### src/rtl/dmac_pkg.sv
package dmac_pkg;

    localparam int REG_W  = 32;
    localparam int REG_AW = 3;

    typedef enum logic [REG_AW-1:0] {
        RA_SRC  = 3'd0,
        RA_DST  = 3'd1,
        RA_CNT  = 3'd2,
        RA_CTRL = 3'd3,
        RA_STAT = 3'd4
    } reg_idx_e;

    typedef enum logic [1:0] {
        XM_BURST = 2'd0,
        XM_STEAL = 2'd1,
        XM_IDLE  = 2'd2,
        XM_RSVD  = 2'd3
    } xfer_mode_e;

    typedef struct packed {
        xfer_mode_e mode;
        logic       descend;
    } xfer_cfg_t;

    typedef enum logic [1:0] {
        SQ_IDLE  = 2'd0,
        SQ_READ  = 2'd1,
        SQ_WRITE = 2'd2
    } seq_state_e;

    // control word fields
    localparam int CTRL_GO    = 0;
    localparam int CTRL_DESC  = 1;
    localparam int CTRL_MODE  = 2;
    // status word fields
    localparam int ST_DONE    = 0;
    localparam int ST_ERR     = 1;
    localparam int ST_BUSY    = 2;
    localparam int ST_POS     = 16;
    localparam int POS_W      = REG_W - ST_POS;

    function automatic logic mode_steals(input xfer_mode_e m);
        return m == XM_STEAL;
    endfunction

    function automatic logic mode_waits_idle(input xfer_mode_e m);
        return m == XM_IDLE;
    endfunction

endpackage

### src/rtl/dmac_regfile.sv
module dmac_regfile
    import dmac_pkg::*;
#(
    parameter int ADDR_W = 32,
    parameter int CNT_W  = 16,
    parameter int WB     = 4
) (
    input  logic              clk,
    input  logic              rst,
    input  logic              reg_we,
    input  logic [REG_AW-1:0] reg_addr,
    input  logic [REG_W-1:0]  reg_wdata,
    output logic [REG_W-1:0]  reg_rdata,
    input  logic              step,
    input  logic              finish,
    output logic [ADDR_W-1:0] src_q,
    output logic [ADDR_W-1:0] dst_q,
    output logic [CNT_W-1:0]  cnt_q,
    output xfer_cfg_t         cfg_q,
    output logic              busy_q,
    output logic              err_q,
    output logic              start_go,
    output logic              irq
);

    localparam logic [ADDR_W-1:0] ASTEP = ADDR_W'(WB);
    localparam logic [CNT_W-1:0]  CSTEP = CNT_W'(WB);

    logic             done_q;
    logic [POS_W-1:0] pos_q;
    logic             wr_src, wr_dst, wr_cnt, wr_ctrl, wr_stat;
    logic             start_req, cnt_ok;
    logic [ADDR_W-1:0] src_nx, dst_nx;

    always_comb begin
        wr_src    = reg_we && !busy_q && (reg_addr == RA_SRC);
        wr_dst    = reg_we && !busy_q && (reg_addr == RA_DST);
        wr_cnt    = reg_we && !busy_q && (reg_addr == RA_CNT);
        wr_ctrl   = reg_we && !busy_q && (reg_addr == RA_CTRL);
        wr_stat   = reg_we && (reg_addr == RA_STAT);
        cnt_ok    = cnt_q >= CSTEP;
        start_req = wr_ctrl && reg_wdata[CTRL_GO];
        start_go  = start_req && cnt_ok;
        src_nx    = cfg_q.descend ? src_q - ASTEP : src_q + ASTEP;
        dst_nx    = cfg_q.descend ? dst_q - ASTEP : dst_q + ASTEP;
    end

    always_ff @(posedge clk) begin
        if (rst) begin
            src_q  <= '0;
            dst_q  <= '0;
            cnt_q  <= '0;
            cfg_q  <= '{mode: XM_BURST, descend: 1'b0};
            busy_q <= 1'b0;
            done_q <= 1'b0;
            err_q  <= 1'b0;
            pos_q  <= '0;
        end else begin
            if (wr_src)      src_q <= reg_wdata[ADDR_W-1:0];
            else if (step)   src_q <= src_nx;

            if (wr_dst)      dst_q <= reg_wdata[ADDR_W-1:0];
            else if (step)   dst_q <= dst_nx;

            if (wr_cnt)      cnt_q <= reg_wdata[CNT_W-1:0];
            else if (step)   cnt_q <= cnt_q - CSTEP;

            if (wr_ctrl) begin
                cfg_q.mode    <= xfer_mode_e'(reg_wdata[CTRL_MODE +: 2]);
                cfg_q.descend <= reg_wdata[CTRL_DESC];
            end

            if (start_go)    busy_q <= 1'b1;
            else if (finish) busy_q <= 1'b0;

            if (start_go)    pos_q <= '0;
            else if (step)   pos_q <= pos_q + 1'b1;

            if (start_go)                        done_q <= 1'b0;
            else if (finish)                     done_q <= 1'b1;
            else if (wr_stat && reg_wdata[ST_DONE]) done_q <= 1'b0;

            if (start_req && !cnt_ok)            err_q <= 1'b1;
            else if (start_go)                   err_q <= 1'b0;
            else if (wr_stat && reg_wdata[ST_ERR]) err_q <= 1'b0;
        end
    end

    assign irq = done_q;

    always_comb begin
        reg_rdata = '0;
        case (reg_addr)
            RA_SRC:  reg_rdata = REG_W'(src_q);
            RA_DST:  reg_rdata = REG_W'(dst_q);
            RA_CNT:  reg_rdata = REG_W'(cnt_q);
            RA_CTRL: begin
                reg_rdata[CTRL_GO]        = busy_q;
                reg_rdata[CTRL_DESC]      = cfg_q.descend;
                reg_rdata[CTRL_MODE +: 2] = cfg_q.mode;
            end
            RA_STAT: begin
                reg_rdata[ST_DONE]        = done_q;
                reg_rdata[ST_ERR]         = err_q;
                reg_rdata[ST_BUSY]        = busy_q;
                reg_rdata[ST_POS +: POS_W] = pos_q;
            end
            default: reg_rdata = '0;
        endcase
    end


    cnt_step_chk: assert property (@(posedge clk) disable iff (rst)
        step |=> cnt_q == $past(cnt_q) - CSTEP);


    src_frozen_chk: assert property (@(posedge clk) disable iff (rst)
        (busy_q && !step) |=> src_q == $past(src_q));


    cfg_frozen_chk: assert property (@(posedge clk) disable iff (rst)
        busy_q |=> cfg_q == $past(cfg_q));


    irq_sticky_chk: assert property (@(posedge clk) disable iff (rst)
        (irq && !(reg_we && reg_addr == RA_STAT && reg_wdata[ST_DONE]) && !start_go) |=> irq);

endmodule

### src/rtl/dmac_bus_policy.sv
module dmac_bus_policy
    import dmac_pkg::*;
(
    input  logic       clk,
    input  logic       rst,
    input  logic       busy,
    input  xfer_mode_e mode,
    input  logic       bus_gnt,
    input  logic       cpu_idle,
    input  logic       beat_end,
    output logic       bus_req,
    output logic       mem_ok
);

    logic gap_q;

    always_ff @(posedge clk) begin
        if (rst) gap_q <= 1'b0;
        else     gap_q <= busy && beat_end && mode_steals(mode);
    end

    always_comb begin
        bus_req = busy && !gap_q && (!mode_waits_idle(mode) || cpu_idle);
        mem_ok  = bus_req && bus_gnt;
    end


    burst_hold_chk: assert property (@(posedge clk) disable iff (rst)
        ($past(bus_req) && busy && (mode == XM_BURST)) |-> bus_req);


    steal_gap_chk: assert property (@(posedge clk) disable iff (rst)
        (beat_end && busy && (mode == XM_STEAL)) |=> !bus_req);

endmodule

### src/rtl/dmac_sequencer.sv
module dmac_sequencer
    import dmac_pkg::*;
#(
    parameter int ADDR_W = 32,
    parameter int DATA_W = 32,
    parameter int CNT_W  = 16,
    parameter int WB     = 4
) (
    input  logic              clk,
    input  logic              rst,
    input  logic              start_go,
    input  logic              mem_ok,
    input  logic [ADDR_W-1:0] src,
    input  logic [ADDR_W-1:0] dst,
    input  logic [CNT_W-1:0]  cnt,
    output logic              mem_rd,
    output logic              mem_wr,
    output logic [ADDR_W-1:0] mem_addr,
    output logic [DATA_W-1:0] mem_wdata,
    input  logic [DATA_W-1:0] mem_rdata,
    output logic              step,
    output logic              finish
);

    localparam logic [CNT_W-1:0] LAST_LIM = CNT_W'(2 * WB);

    seq_state_e        st_q, st_nx;
    logic              fresh_q;
    logic [DATA_W-1:0] hold_q;
    logic              last;

    always_comb begin
        last      = cnt < LAST_LIM;
        st_nx     = st_q;
        mem_rd    = 1'b0;
        mem_wr    = 1'b0;
        mem_addr  = '0;
        mem_wdata = fresh_q ? mem_rdata : hold_q;
        step      = 1'b0;
        finish    = 1'b0;
        case (st_q)
            SQ_IDLE: if (start_go) st_nx = SQ_READ;
            SQ_READ: begin
                mem_addr = src;
                if (mem_ok) begin
                    mem_rd = 1'b1;
                    st_nx  = SQ_WRITE;
                end
            end
            SQ_WRITE: begin
                mem_addr = dst;
                if (mem_ok) begin
                    mem_wr = 1'b1;
                    step   = 1'b1;
                    finish = last;
                    st_nx  = last ? SQ_IDLE : SQ_READ;
                end
            end
            default: st_nx = SQ_IDLE;
        endcase
    end

    always_ff @(posedge clk) begin
        if (rst) begin
            st_q    <= SQ_IDLE;
            fresh_q <= 1'b0;
            hold_q  <= '0;
        end else begin
            st_q    <= st_nx;
            fresh_q <= mem_rd;
            if (fresh_q) hold_q <= mem_rdata;
        end
    end


    no_double_read_chk: assert property (@(posedge clk) disable iff (rst)
        mem_rd |=> !mem_rd);


    no_double_write_chk: assert property (@(posedge clk) disable iff (rst)
        mem_wr |=> !mem_wr);

endmodule

### src/rtl/dmac_channel.sv
module dmac_channel
    import dmac_pkg::*;
#(
    parameter int ADDR_W = 32,
    parameter int DATA_W = 32,
    parameter int CNT_W  = 16
) (
    input  logic              clk,
    input  logic              rst,
    input  logic              reg_we,
    input  logic [2:0]        reg_addr,
    input  logic [31:0]       reg_wdata,
    output logic [31:0]       reg_rdata,
    output logic              bus_req,
    input  logic              bus_gnt,
    input  logic              cpu_idle,
    output logic              mem_rd,
    output logic              mem_wr,
    output logic [ADDR_W-1:0] mem_addr,
    output logic [DATA_W-1:0] mem_wdata,
    input  logic [DATA_W-1:0] mem_rdata,
    output logic              irq
);

    localparam int WB = DATA_W / 8;

    logic [ADDR_W-1:0] src_q, dst_q;
    logic [CNT_W-1:0]  cnt_q;
    xfer_cfg_t         cfg_q;
    logic              busy_q, err_q, start_go;
    logic              step, finish, mem_ok;

    dmac_regfile #(.ADDR_W(ADDR_W), .CNT_W(CNT_W), .WB(WB)) u_regs (
        .clk(clk), .rst(rst),
        .reg_we(reg_we), .reg_addr(reg_addr), .reg_wdata(reg_wdata), .reg_rdata(reg_rdata),
        .step(step), .finish(finish),
        .src_q(src_q), .dst_q(dst_q), .cnt_q(cnt_q), .cfg_q(cfg_q),
        .busy_q(busy_q), .err_q(err_q), .start_go(start_go), .irq(irq)
    );

    dmac_bus_policy u_policy (
        .clk(clk), .rst(rst),
        .busy(busy_q), .mode(cfg_q.mode),
        .bus_gnt(bus_gnt), .cpu_idle(cpu_idle), .beat_end(step),
        .bus_req(bus_req), .mem_ok(mem_ok)
    );

    dmac_sequencer #(.ADDR_W(ADDR_W), .DATA_W(DATA_W), .CNT_W(CNT_W), .WB(WB)) u_seq (
        .clk(clk), .rst(rst),
        .start_go(start_go), .mem_ok(mem_ok),
        .src(src_q), .dst(dst_q), .cnt(cnt_q),
        .mem_rd(mem_rd), .mem_wr(mem_wr), .mem_addr(mem_addr),
        .mem_wdata(mem_wdata), .mem_rdata(mem_rdata),
        .step(step), .finish(finish)
    );


    owned_bus_chk: assert property (@(posedge clk) disable iff (rst)
        (mem_rd || mem_wr) |-> (bus_req && bus_gnt));


    idle_only_chk: assert property (@(posedge clk) disable iff (rst)
        ((mem_rd || mem_wr) && cfg_q.mode == XM_IDLE) |-> cpu_idle);


    err_no_req_chk: assert property (@(posedge clk) disable iff (rst)
        (err_q && !busy_q) |-> !bus_req);


    done_irq_chk: assert property (@(posedge clk) disable iff (rst)
        finish |=> (irq && !busy_q));

endmodule

### config.mk
export PLATFORM = sky130hd
export DESIGN_NAME = dmac_channel
export DESIGN_NICKNAME = d
export VERILOG_FILES = /design/src/rtl/dmac_pkg.sv /design/src/rtl/dmac_regfile.sv /design/src/rtl/dmac_bus_policy.sv /design/src/rtl/dmac_sequencer.sv /design/src/rtl/dmac_channel.sv
export SDC_FILE = /design/constraint.sdc
export NUM_CORES = 1
export LEC_CHECK = 0
export ABC_AREA = 1
export BUFFER_PORTS_ARGS = -buffer_cell sky130_fd_sc_hd__buf_2
export CAP_MARGIN = 20
export CORE_UTILIZATION = 38
export DETAILED_ROUTE_END_ITERATION = 8
export PLACE_DENSITY = 0.59
export SYNTH_ARGS = -nofsm -noshare
export SYNTH_HDL_FRONTEND = slang
export SYNTH_SLANG_ARGS = --single-unit
### constraint.sdc
create_clock -name clk -period 6.05 [get_ports clk]
set_clock_uncertainty 0.05 [all_clocks]
set_input_delay 1.815 -clock clk [delete_from_list [all_inputs] [get_ports clk]]
set_output_delay 1.815 -clock clk [all_outputs]
set_load 0.02 [all_outputs]
==> impl_summary.txt <==
----------------------------------------------------
[Setup path]
  Data arrival, critical path ... 3.47 ns
  Required time reported for the critical path endpoint ... 4.18 ns
  Category of the worst setup path launch point ... primary input
  Crit. End Element ... output pin
  Type of the worst setup path ... in2out
  Maximum net fanout on the critical path ... 13

[Logic synthesis]
  Area fraction in compound gates after synthesis ... 17.0%
  Simple-Gate Fraction of Synth Area ... 37.1%
  Post-synthesis net count ... 2089
  Largest cells by area after synthesis ... sky130_fd_sc_hd__dfxtp_1 (24%), sky130_fd_sc_hd__nand2_1 (24%), sky130_fd_sc_hd__inv_1 (9.8%)
  Cell area after technology mapping ... 11400 um^2
  Leading cell type by number of instances after synthesis ... sky130_fd_sc_hd__nand2_1
  Adder-cell area share of the yosys netlist ... 7.37%
  Xor and xnor fraction of the mapped netlist area ... 1.69%
  Average instance area after synthesis ... 5.85 um^2
  Number of synthesized flops with an enable pin ... 0
  Area share of the largest cell type after synthesis ... 24.2%
  #FFs+latches synth ... 138
  Async SR Flop Fraction ... 0%
  Part of the Yosys area used for sequential elements ... 24.2%
  Number of instances in the synthesized netlist ... 1951
  Most frequent cells after synthesis ... sky130_fd_sc_hd__nand2_1 (720), sky130_fd_sc_hd__inv_1 (297), sky130_fd_sc_hd__a21oi_1 (174)
  Multiplexer fraction of the synthesized cell area ... 0%
  Main combinational cell family by area after synthesis ... simple AND/OR/NAND/NOR gates
  Main synth FF type ... sky130_fd_sc_hd__dfxtp_1
  Post-synth cell types ... 51
  Cell type with the highest aggregate area in the netlist ... sky130_fd_sc_hd__dfxtp_1
  Count of yosys warnings during synthesis ... 0

[Placement]
  Number of instances in the placed design ... 2465
  Post-detail-place hpwl ... 33500 um
  GPL Wtd Cong ... 0.940
  Instance area at placement ... 12600 um^2
  Count of buffers from port buffering ... 171
  Worst setup slack after placement ... 0.755 ns

[STA]
  Total count of hold-check failures in the final report ... 0
  Maximum frequency from static timing analysis ... 188 MHz
  Headroom to the max-slew limit ... 33.4%
  Share of the clock period used by the worst path ... 88.1%
  Minimum clock period ... 5.33 ns
  Endpoints failing setup ... 0
  Final WS setup ... 0.719 ns
  Setup_tns ... 0 ns
  Max-slew violation count ... 0
  Unrepaired setup endpoints after global routing ... false
  Transition time at the pin with the least slew margin ... 0.997 ns

[Clock network]
  CTS clk-pin slew, worst paths ... 0.07 ns
  Maximum count of clock buffers along a single path ... 2
  CTS tree ... built
  Inserted Clock Buffers ... 17
  Clock Sinks ... 138
  Hold buffers post-CTS ... 0
  Resized cells post-CTS ... 0
  Later-pin clock latency in the skew report ... 0.44 ns
  H-tree lvl count ... 4
  CTS Root Cell ... sky130_fd_sc_hd__clkbuf_16
  Post-CTS Setup Repair Bufs ... 0

[Route]
  Detail-routed via count per cell ... 5.18
  Via count ... 12900
  Initial DRC count ... 1140
  Average wire per cell in the routed design ... 17.1 um
  Length of the first detailed-routing pass in iterations ... 5
  Final ANT Viol Nets ... 0
  DRT Wirelength ... 42700 um
  Total DRC errors in the routed layout ... 0

[Pwr]
  Switching pwr ... 0.000799 W
  Portion of total power attributed to the clock network ... 42.6%
  Static Leakage ... 6.66 nW
  Pwr dens ... 182 nW/um^2
  Fraction of power spent switching nets ... 33.4%
  Cell Int Power ... 0.00159 W
  Gate power share ... 17.6%
  VDD IR max ... 0.000183 V
  Power share of the sequential group ... 39.9%

[Floorplan]
  Rows ... 63
  X dimension of the die ... 175 um
  Die Y ... 175 um
  Placeable core area ... 29600 um^2
  Starting density of the core ... 38.6%
  Number of top-level pins ... 172
  Area of the die ... 30700 um^2

[Global route]
  Largest net degree at the start of global routing ... 70
  GR Overflow Total ... 0
  GR Util All Layers ... 27.3%
  Initial antenna violation count ... 0
  Wire length of the first global-routing pass ... 64800 um
  Via count of the first global-routing pass ... 11600

[Layout]
  Final antenna diode count ... 0
  Final core utilization ... 44.4%
  Area Growth Syn to Fin ... 15.2%
  Final instance area ... 13100 um^2
  Ratio of cells with drive above 1 in the final layout ... 12.1%
  Post-layout nets ... 2232
  Non-filler instance count after layout ... 2497

[Status]
  Status ... complete, no violations

[Run]
  Total of max-cap violations ... 0

[Hold path]
  Worst hold path type ... reg2reg

----------------------------------------------------
## critical path, cell delays in order
cell and delay, ns:
sky130_fd_sc_hd__buf_2 0.14, sky130_fd_sc_hd__nor2_2 0.08, sky130_fd_sc_hd__nand2_1 0.06, sky130_fd_sc_hd__buf_4 0.22, sky130_fd_sc_hd__clkinv_1 0.36, sky130_fd_sc_hd__a22o_1 0.32, sky130_fd_sc_hd__a21oi_1 0.12, sky130_fd_sc_hd__o211ai_1 0.15
sky130_fd_sc_hd__buf_2 0.19
## final cells by class
type	instances	area [um^2]
Fill cell	3270	16400
Multi-Input combinational cell	1446	7210
Sequential cell	138	2760
Inverter	307	1150
Timing Repair Buffer	184	956
Tap cell	390	488
Clock buffer	19	453
Clock inverter	13	109
## cells by family after synthesis
group	after synthesis
AOI/OAI and AO/OA	333
xor gates and xnor gates	22
adders and majority gates	66
buffers and inverters	367
DFF	138
and+or+nand+nor	1025
## sequential cells by signal, indices dropped and copies added, names as in the netlist
register,cells
u_seq.hold_q,32
u_seq.fresh_q,1
u_regs.cnt_q,16
u_regs.err_q,1
u_regs.dst_q,32
u_regs.cfg_q,3
u_regs.pos_q,16
u_policy.gap_q,1
u_regs.busy_q,1
u_regs.irq,1
u_regs.src_q,32
u_seq.st_q,2
## worst paths after layout
kind	startpoint	to	slack, ns	cells past startpoint
setup / recovery	reg_addr[1]	reg_rdata[1]	0.72	9
hold reg to reg	u_seq.hold_q[15]$_SDFF_PP0_	u_seq.hold_q[15]$_SDFF_PP0_	0.42	2
setup reg to reg	u_regs.cfg_q[0]$_SDFFE_PP0P_	u_regs.src_q[22]$_SDFFE_PP0P_	3.14	11
hold / removal	u_seq.hold_q[15]$_SDFF_PP0_	u_seq.hold_q[15]$_SDFF_PP0_	0.42	2
## cell usage in the layout (no fill, tap or decap), drive strengths merged, types with 31 or more instances in the layout
cell,count
nand2,726
inv,312
buf,184
a21oi,174
dfxtp,138
nor2,134
nand3,106
ha,64
o21ai,52
a31oi,31
## power by group through the flow
stage / combinational, W / sequential (W) / clock [W]
finish: 0.000421 / 0.000953 / 0.00102
global route: 0.000456 / 0.000955 / 0.00108
floorplan: 0.000261 / 0.000965 / 0
CTS: 0.000413 / 0.000952 / 0.00103
detailed placement: 0.000410 / 0.000972 / 0
global placement: 0.000411 / 0.000973 / 0
## per-layer routing
metal	routed length [um]	global-route usage (%)	share of wire [%]
met5	0	0	0
met4	1220	10.0	2.9
met3	3160	4.50	7.4
met2	18700	41.9	44
met1	19600	38.1	46
## through the flow
stage	power (W)	hold slack [ns]
detailed placement	0.00138	0.411
finish	0.00239	0.421
global placement	0.00138	0.406
global route	0.00249	0.434
CTS	0.00240	0.422
floorplan	0.00123	0.391
Power figures use the tool's default switching activity.
